### config.mk
export PLATFORM = sky130hd
export DESIGN_NAME = irq_status_mirror
export DESIGN_NICKNAME = d
export VERILOG_FILES = /design/src/rtl/ism_pkg.sv /design/src/rtl/ism_wr_decode.sv /design/src/rtl/ism_flag_core.sv /design/src/rtl/ism_irq_gate.sv /design/src/rtl/irq_status_mirror.sv
export SDC_FILE = /design/constraint.sdc
export NUM_CORES = 1
export LEC_CHECK = 0
export ABC_CLOCK_PERIOD_IN_PS = 3900
export BUFFER_PORTS_ARGS = -buffer_cell sky130_fd_sc_hd__buf_2
export CAP_MARGIN = 20
export CORE_ASPECT_RATIO = 0.8
export CORE_MARGIN = 3
export CORE_UTILIZATION = 38
export CTS_CLUSTER_DIAMETER = 120
export CTS_CLUSTER_SIZE = 40
export DETAILED_ROUTE_END_ITERATION = 8
export GPL_ROUTABILITY_DRIVEN = 0
export GPL_TIMING_DRIVEN = 1
export PLACE_DENSITY = 0.88
export SLEW_MARGIN = 20
export SYNTH_ARGS = -nofsm -noshare
export SYNTH_HDL_FRONTEND = slang
export SYNTH_HIERARCHICAL = 1
export SYNTH_SLANG_ARGS = --single-unit
### constraint.sdc
create_clock -name clk -period 3.9 [get_ports clk]
set_input_delay 0.585 -clock clk [delete_from_list [all_inputs] [get_ports clk]]
set_output_delay 0.585 -clock clk [all_outputs]
set_load 0.005 [all_outputs]
### src/rtl/ism_pkg.sv
package ism_pkg;
  localparam int unsigned NCH        = 2;
  localparam int unsigned OFS_STAT0  = 'h50;
  localparam int unsigned OFS_ENABLE = 'h51;
  localparam int unsigned OFS_STAT1  = 'h57;
  localparam int unsigned OFS_MODE   = 'h71;
  localparam int unsigned POS_STAT0  = 2;
  localparam int unsigned POS_STAT1  = 4;
  localparam int unsigned POS_PEND   = 2;  // channel c at POS_PEND + c
  localparam int unsigned POS_MASK   = 4;  // channel c at POS_MASK + c
  localparam int unsigned POS_EN0    = 2;
  localparam int unsigned POS_EN1    = 3;

  typedef struct packed {
    logic [NCH-1:0] stat_clr;
    logic [NCH-1:0] mode_clr;
    logic           stat_hit;
    logic           mode_hit;
  } wr_req_t;
endpackage

### src/rtl/ism_wr_decode.sv
module ism_wr_decode
  import ism_pkg::*;
#(
  parameter int unsigned ADDR_W = 8,
  parameter int unsigned LANES  = 4
) (
  input  logic                 wr_en,
  input  logic [ADDR_W-1:0]    wr_addr,
  input  logic [8*LANES-1:0]   wr_data,
  input  logic [LANES-1:0]     wr_be,
  output wr_req_t              req
);
  localparam int unsigned LB = (LANES > 1) ? $clog2(LANES) : 0;

  logic [ADDR_W-1:0] base;
  wr_req_t           lane_req [LANES];

  assign base = (wr_addr >> LB) << LB;

  for (genvar l = 0; l < LANES; l++) begin : g_lane
    logic [ADDR_W-1:0] baddr;
    logic [7:0]        bdat;
    logic              act;
    assign baddr = base + ADDR_W'(l);
    assign bdat  = wr_data[8*l +: 8];
    assign act   = wr_en && wr_be[l];
    always_comb begin
      lane_req[l] = '0;
      if (act && baddr == ADDR_W'(OFS_STAT0)) begin
        lane_req[l].stat_hit    = 1'b1;
        lane_req[l].stat_clr[0] = bdat[POS_STAT0];
      end
      if (act && baddr == ADDR_W'(OFS_STAT1)) begin
        lane_req[l].stat_hit    = 1'b1;
        lane_req[l].stat_clr[1] = bdat[POS_STAT1];
      end
      if (act && baddr == ADDR_W'(OFS_MODE)) begin
        lane_req[l].mode_hit = 1'b1;
        lane_req[l].mode_clr = bdat[POS_PEND +: NCH];
      end
    end
  end

  always_comb begin
    req = '0;
    for (int l = 0; l < LANES; l++) begin
      req = req | lane_req[l];
    end
  end
endmodule

### src/rtl/ism_flag_core.sv
module ism_flag_core
  import ism_pkg::*;
(
  input  logic           clk,
  input  logic           rst_n,
  input  wr_req_t        req,
  input  logic [NCH-1:0] chan_lvl,
  input  logic           blk_we,
  input  logic [NCH-1:0] blk_val,
  output logic [NCH-1:0] stat_q,
  output logic [NCH-1:0] pend_q,
  output logic [NCH-1:0] mask_q,
  output logic [NCH-1:0] pend_n,
  output logic [NCH-1:0] mask_n
);
  logic [NCH-1:0] chan_q;
  logic [NCH-1:0] chg;
  logic [NCH-1:0] stat_n;
  logic           state_en;

  assign chg      = chan_lvl ^ chan_q;
  assign state_en = req.stat_hit || req.mode_hit || (|chg) || blk_we;

  always_comb begin
    stat_n = stat_q & ~req.stat_clr;
    pend_n = pend_q & ~req.mode_clr;
    if (req.stat_hit) pend_n = stat_n;
    if (req.mode_hit) stat_n = pend_n;
    for (int c = 0; c < NCH; c++) begin
      if (chg[c]) begin
        pend_n[c] = chan_lvl[c];
        stat_n[c] = chan_lvl[c];
      end
    end
    mask_n = blk_we ? blk_val : mask_q;
  end

  always_ff @(posedge clk or negedge rst_n) begin
    if (!rst_n) begin
      chan_q <= '0;
    end else begin
      chan_q <= chan_lvl;
    end
  end

  always_ff @(posedge clk or negedge rst_n) begin
    if (!rst_n) begin
      stat_q <= '0;
      pend_q <= '0;
      mask_q <= '0;
    end else if (state_en) begin
      stat_q <= stat_n;
      pend_q <= pend_n;
      mask_q <= mask_n;
    end
  end
endmodule

### src/rtl/ism_irq_gate.sv
module ism_irq_gate
  import ism_pkg::*;
(
  input  logic           clk,
  input  logic           rst_n,
  input  logic [NCH-1:0] pend_n,
  input  logic [NCH-1:0] mask_n,
  output logic           irq
);
  logic irq_n;

  assign irq_n = |(pend_n & ~mask_n);

  always_ff @(posedge clk or negedge rst_n) begin
    if (!rst_n) begin
      irq <= 1'b0;
    end else begin
      irq <= irq_n;
    end
  end
endmodule

### src/rtl/irq_status_mirror.sv
module irq_status_mirror
  import ism_pkg::*;
#(
  parameter int unsigned ADDR_W       = 8,
  parameter int unsigned LANES        = 4,
  parameter bit          SECONDARY_EN = 1'b1
) (
  input  logic                clk,
  input  logic                rst_n,
  input  logic [1:0]          chan_irq,
  input  logic                cfg_wr_en,
  input  logic [ADDR_W-1:0]   cfg_wr_addr,
  input  logic [8*LANES-1:0]  cfg_wr_data,
  input  logic [LANES-1:0]    cfg_wr_be,
  input  logic [ADDR_W-1:0]   cfg_rd_addr,
  output logic [8*LANES-1:0]  cfg_rd_data,
  input  logic                blk_wr_en,
  input  logic [1:0]          blk_wr_val,
  output logic                irq_out
);
  localparam int unsigned LB       = (LANES > 1) ? $clog2(LANES) : 0;
  localparam logic [7:0]  EN_BYTE  = 8'((1 << POS_EN0) | (SECONDARY_EN ? (1 << POS_EN1) : 0));

  wr_req_t        req;
  logic [NCH-1:0] stat_q, pend_q, mask_q, pend_n, mask_n;
  logic [ADDR_W-1:0] rd_base;

  ism_wr_decode #(.ADDR_W(ADDR_W), .LANES(LANES)) u_dec (
    .wr_en   (cfg_wr_en),
    .wr_addr (cfg_wr_addr),
    .wr_data (cfg_wr_data),
    .wr_be   (cfg_wr_be),
    .req     (req)
  );

  ism_flag_core u_core (
    .clk      (clk),
    .rst_n    (rst_n),
    .req      (req),
    .chan_lvl (chan_irq),
    .blk_we   (blk_wr_en),
    .blk_val  (blk_wr_val),
    .stat_q   (stat_q),
    .pend_q   (pend_q),
    .mask_q   (mask_q),
    .pend_n   (pend_n),
    .mask_n   (mask_n)
  );

  ism_irq_gate u_irq (
    .clk    (clk),
    .rst_n  (rst_n),
    .pend_n (pend_n),
    .mask_n (mask_n),
    .irq    (irq_out)
  );

  assign rd_base = (cfg_rd_addr >> LB) << LB;

  for (genvar l = 0; l < LANES; l++) begin : g_rd
    logic [ADDR_W-1:0] baddr;
    assign baddr = rd_base + ADDR_W'(l);
    always_comb begin
      cfg_rd_data[8*l +: 8] = 8'h00;
      if (baddr == ADDR_W'(OFS_STAT0)) cfg_rd_data[8*l + POS_STAT0] = stat_q[0];
      if (baddr == ADDR_W'(OFS_STAT1)) cfg_rd_data[8*l + POS_STAT1] = stat_q[1];
      if (baddr == ADDR_W'(OFS_ENABLE)) cfg_rd_data[8*l +: 8] = EN_BYTE;
      if (baddr == ADDR_W'(OFS_MODE)) begin
        cfg_rd_data[8*l + POS_PEND +: NCH] = pend_q;
        cfg_rd_data[8*l + POS_MASK +: NCH] = mask_q;
      end
    end
  end
endmodule

==> flow_summary.yaml <==
run_status:
  status: "completed"
global_route:
  track_usage: 0.131
  grt_pass1_vias: 704
  grt_pass1_wl_mm: 2.94
  grt_max_degree: 10
  antenna_found_initial: 0
  grt-ovfl-total: 0
layout:
  area_delta_synth_final_pct: 13.5
  nNetsFinal: 191
  fillers: 205
  diodes: 0
  stdcell_area_sq_mm: 0.00102
  layout-drive-gt1-share: 0.408
  layout_common_cells: "buf_2 (33), conb_1 (26), dfrtp_1 (9), nor3_1 (8)"
  final_common_cell: "buf_2"
logic_synthesis:
  synth_top_family_by_area: "simple AND/OR/NAND/NOR gates"
  synthMuxAreaShare: 0.165
  syn_area_sq_um: 896
  syn_avg_cell_area_sq_um: 9.53
  synth_area_leaders: "dfrtp_1 (25%), buf_4 (22%), mux2_2 (7.5%)"
  synth.largest_area_cell: "dfrtp_1"
  yosysUniqueCellTypes: 25
  synth_top_area_frac: 0.251
  synth_edf_count: 0
  async_flop_share: 1.00
  synthXorXnorAreaFrac: 0.0196
  synth-simple-area-share: 0.244
  synth_adder_area_share: 0.0587
  synth-seq-cells: 9
  netlist_instances: 94
  yosys_warnings: 6
  synth_compound_area_frac: 0.0140
  yosysSeqAreaShare: 0.251
  ys.flop_type: "dfrtp_1"
cts:
  post_cts_buffers: 0
  cts.htree.levels: 1
  path_clk_slew_ps: 60
  cts_sinks: 9
  cts_root_buf: "clkbuf_4"
  clock_latency_ps: 260
  cts_resized: 0
  cts_tree: "done"
  numCtsBuffers: 3
  hold_buffers: 0
  cts_buffer_depth: 2
placement:
  dpl_cell_area_sq_um: 991
  dpl.hpwl_mm: 1.58
  io_buffer_count: 33
critical_path:
  cp_max_fo: 4
  required_ps: 4050
  cp-end-kind: "flip-flop"
  arrival_ps: 2630
  worst_setup_path_start_kind: "input port"
  critPathKind: "input port to flip-flop"
die:
  io-pin-count: 93
  start_util: 0.408
  rows: 15
  die_area_sq_mm: 0.00298
  die_h_um: 49.4
  die_x_um: 60.3
  core_area_sq_mm: 0.00220
route:
  firstDrtPassIters: 4
  antenna_left: 0
  via_per_inst: 4.42
  routed_wl_mm: 1.79
  via_count: 685
  drc: 0
  drtIter0Drc: 4
  routedWlPerCell_um: 11.5
timing:
  worstMarginPinSlew_ps: 575
  slew_headroom: 0.614
  slew_viol_final: 0
  hold_viol: 0
  final.setup.tns_ps: 0
  fmax_ghz: 0.403
  fin_crit_sh: 0.637
  rsz0062_at_grt: "false"
  fin_skew_ps: 1.08
  layout_min_cycle_time_ps: 2480
  setup_violations: 0
min_path:
  hp-class: "input port to asynchronous set/reset pin"
pwr:
  leakagePower_nw: 0.510
  p_per_area_mw_per_mm2: 263
  ir_worst_vdd_v: 0.000228
run:
  drv_cap: 0
## sequential cells by signal, indices dropped and copies added, names as in the netlist
register       count
u_core/chan_q      2
u_core/mask_q      2
u_core/pend_q      2
u_core/stat_q      2
u_irq/irq          1
## power by group
part           total (mW)  switching (mW)  internal, mW
Combinational      0.0817          0.0392        0.0426
Clock              0.0722          0.0327        0.0394
Sequential          0.113         0.00831         0.105
## final cells by class
cell class	instances	area [sq um]	area share
well taps	25	31.3	0.0308
repair buffers	33	165	0.162
clock buffers	4	26.3	0.0258
flip-flops and latches	9	225	0.221
inverters	6	22.5	0.0221
multi-input cells	78	547	0.538
## logic make-up after synthesis
group	count (synthesis)
XOR/XNOR	2
AO/OA/AOI/OAI	1
other	1
AND/OR/NAND/NOR	31
buffers and inverters	32
multiplexers	13
flip-flops	9
adder cells (fa/ha/maj)	5
## worst paths after layout
| check | slack, ps | cells after the start | from | to |
|---|---|---|---|---|
| hold / removal | 160 | 1 | rst_n | u_core/mask_q[1] |
| max in group asynchronous | 3560 | 1 | rst_n | u_core/pend_q[0] |
| setup reg to reg | 2140 | 4 | u_core/chan_q[0] | u_core/stat_q[1] |
| hold reg to reg | 540 | 1 | u_core/mask_q[1] | u_core/mask_q[1] |
| min in group clk | 480 | 1 | chan_irq[0] | u_core/chan_q[0] |
| setup / recovery | 1420 | 7 | cfg_wr_addr[7] | u_core/stat_q[0] |
## per-stage QoR
| step | hold slack, ps | utilization | total power, mW | cells | worst slack [ps] |
|---|---|---|---|---|---|
| after floorplan | 289 | - | 0.184 | 119 | 1420 |
| after global placement | 436 | 0.451 | 0.192 | 151 | 1180 |
| after detailed placement | 449 | 0.451 | 0.196 | 151 | 1160 |
| after CTS | 166 | 0.463 | 0.269 | 155 | 1430 |
| after global routing | 157 | 0.463 | 0.287 | 155 | 1290 |
| final | 164 | 0.463 | 0.267 | 155 | 1420 |
## synthesized netlist by cell type (all sizes together) (2+ instances only)
library cell  number
buf               26
dfrtp              9
nor3               9
mux2               8
inv                6
maj3               5
mux2i              5
nand2b             4
nand2              3
nor2               3
nor2b              3
nand3b             2
xor2               2
## critical path: stages
cell,delay (ps)
buf_2,100
or3b_2,480
nor3_1,510
nor2b_1,170
mux2i_1,160
maj3_1,360
mux2_2,260
## routing by layer
metal,up-vias,global-route usage,share of wire
li1,340,-,-
met4,0,0.0480,0.0084
met1,319,0.129,0.35
met3,2,0.0159,0.050
met5,-,0,0
met2,24,0.263,0.59
Note: power is estimated with default switching activity, not from simulation.
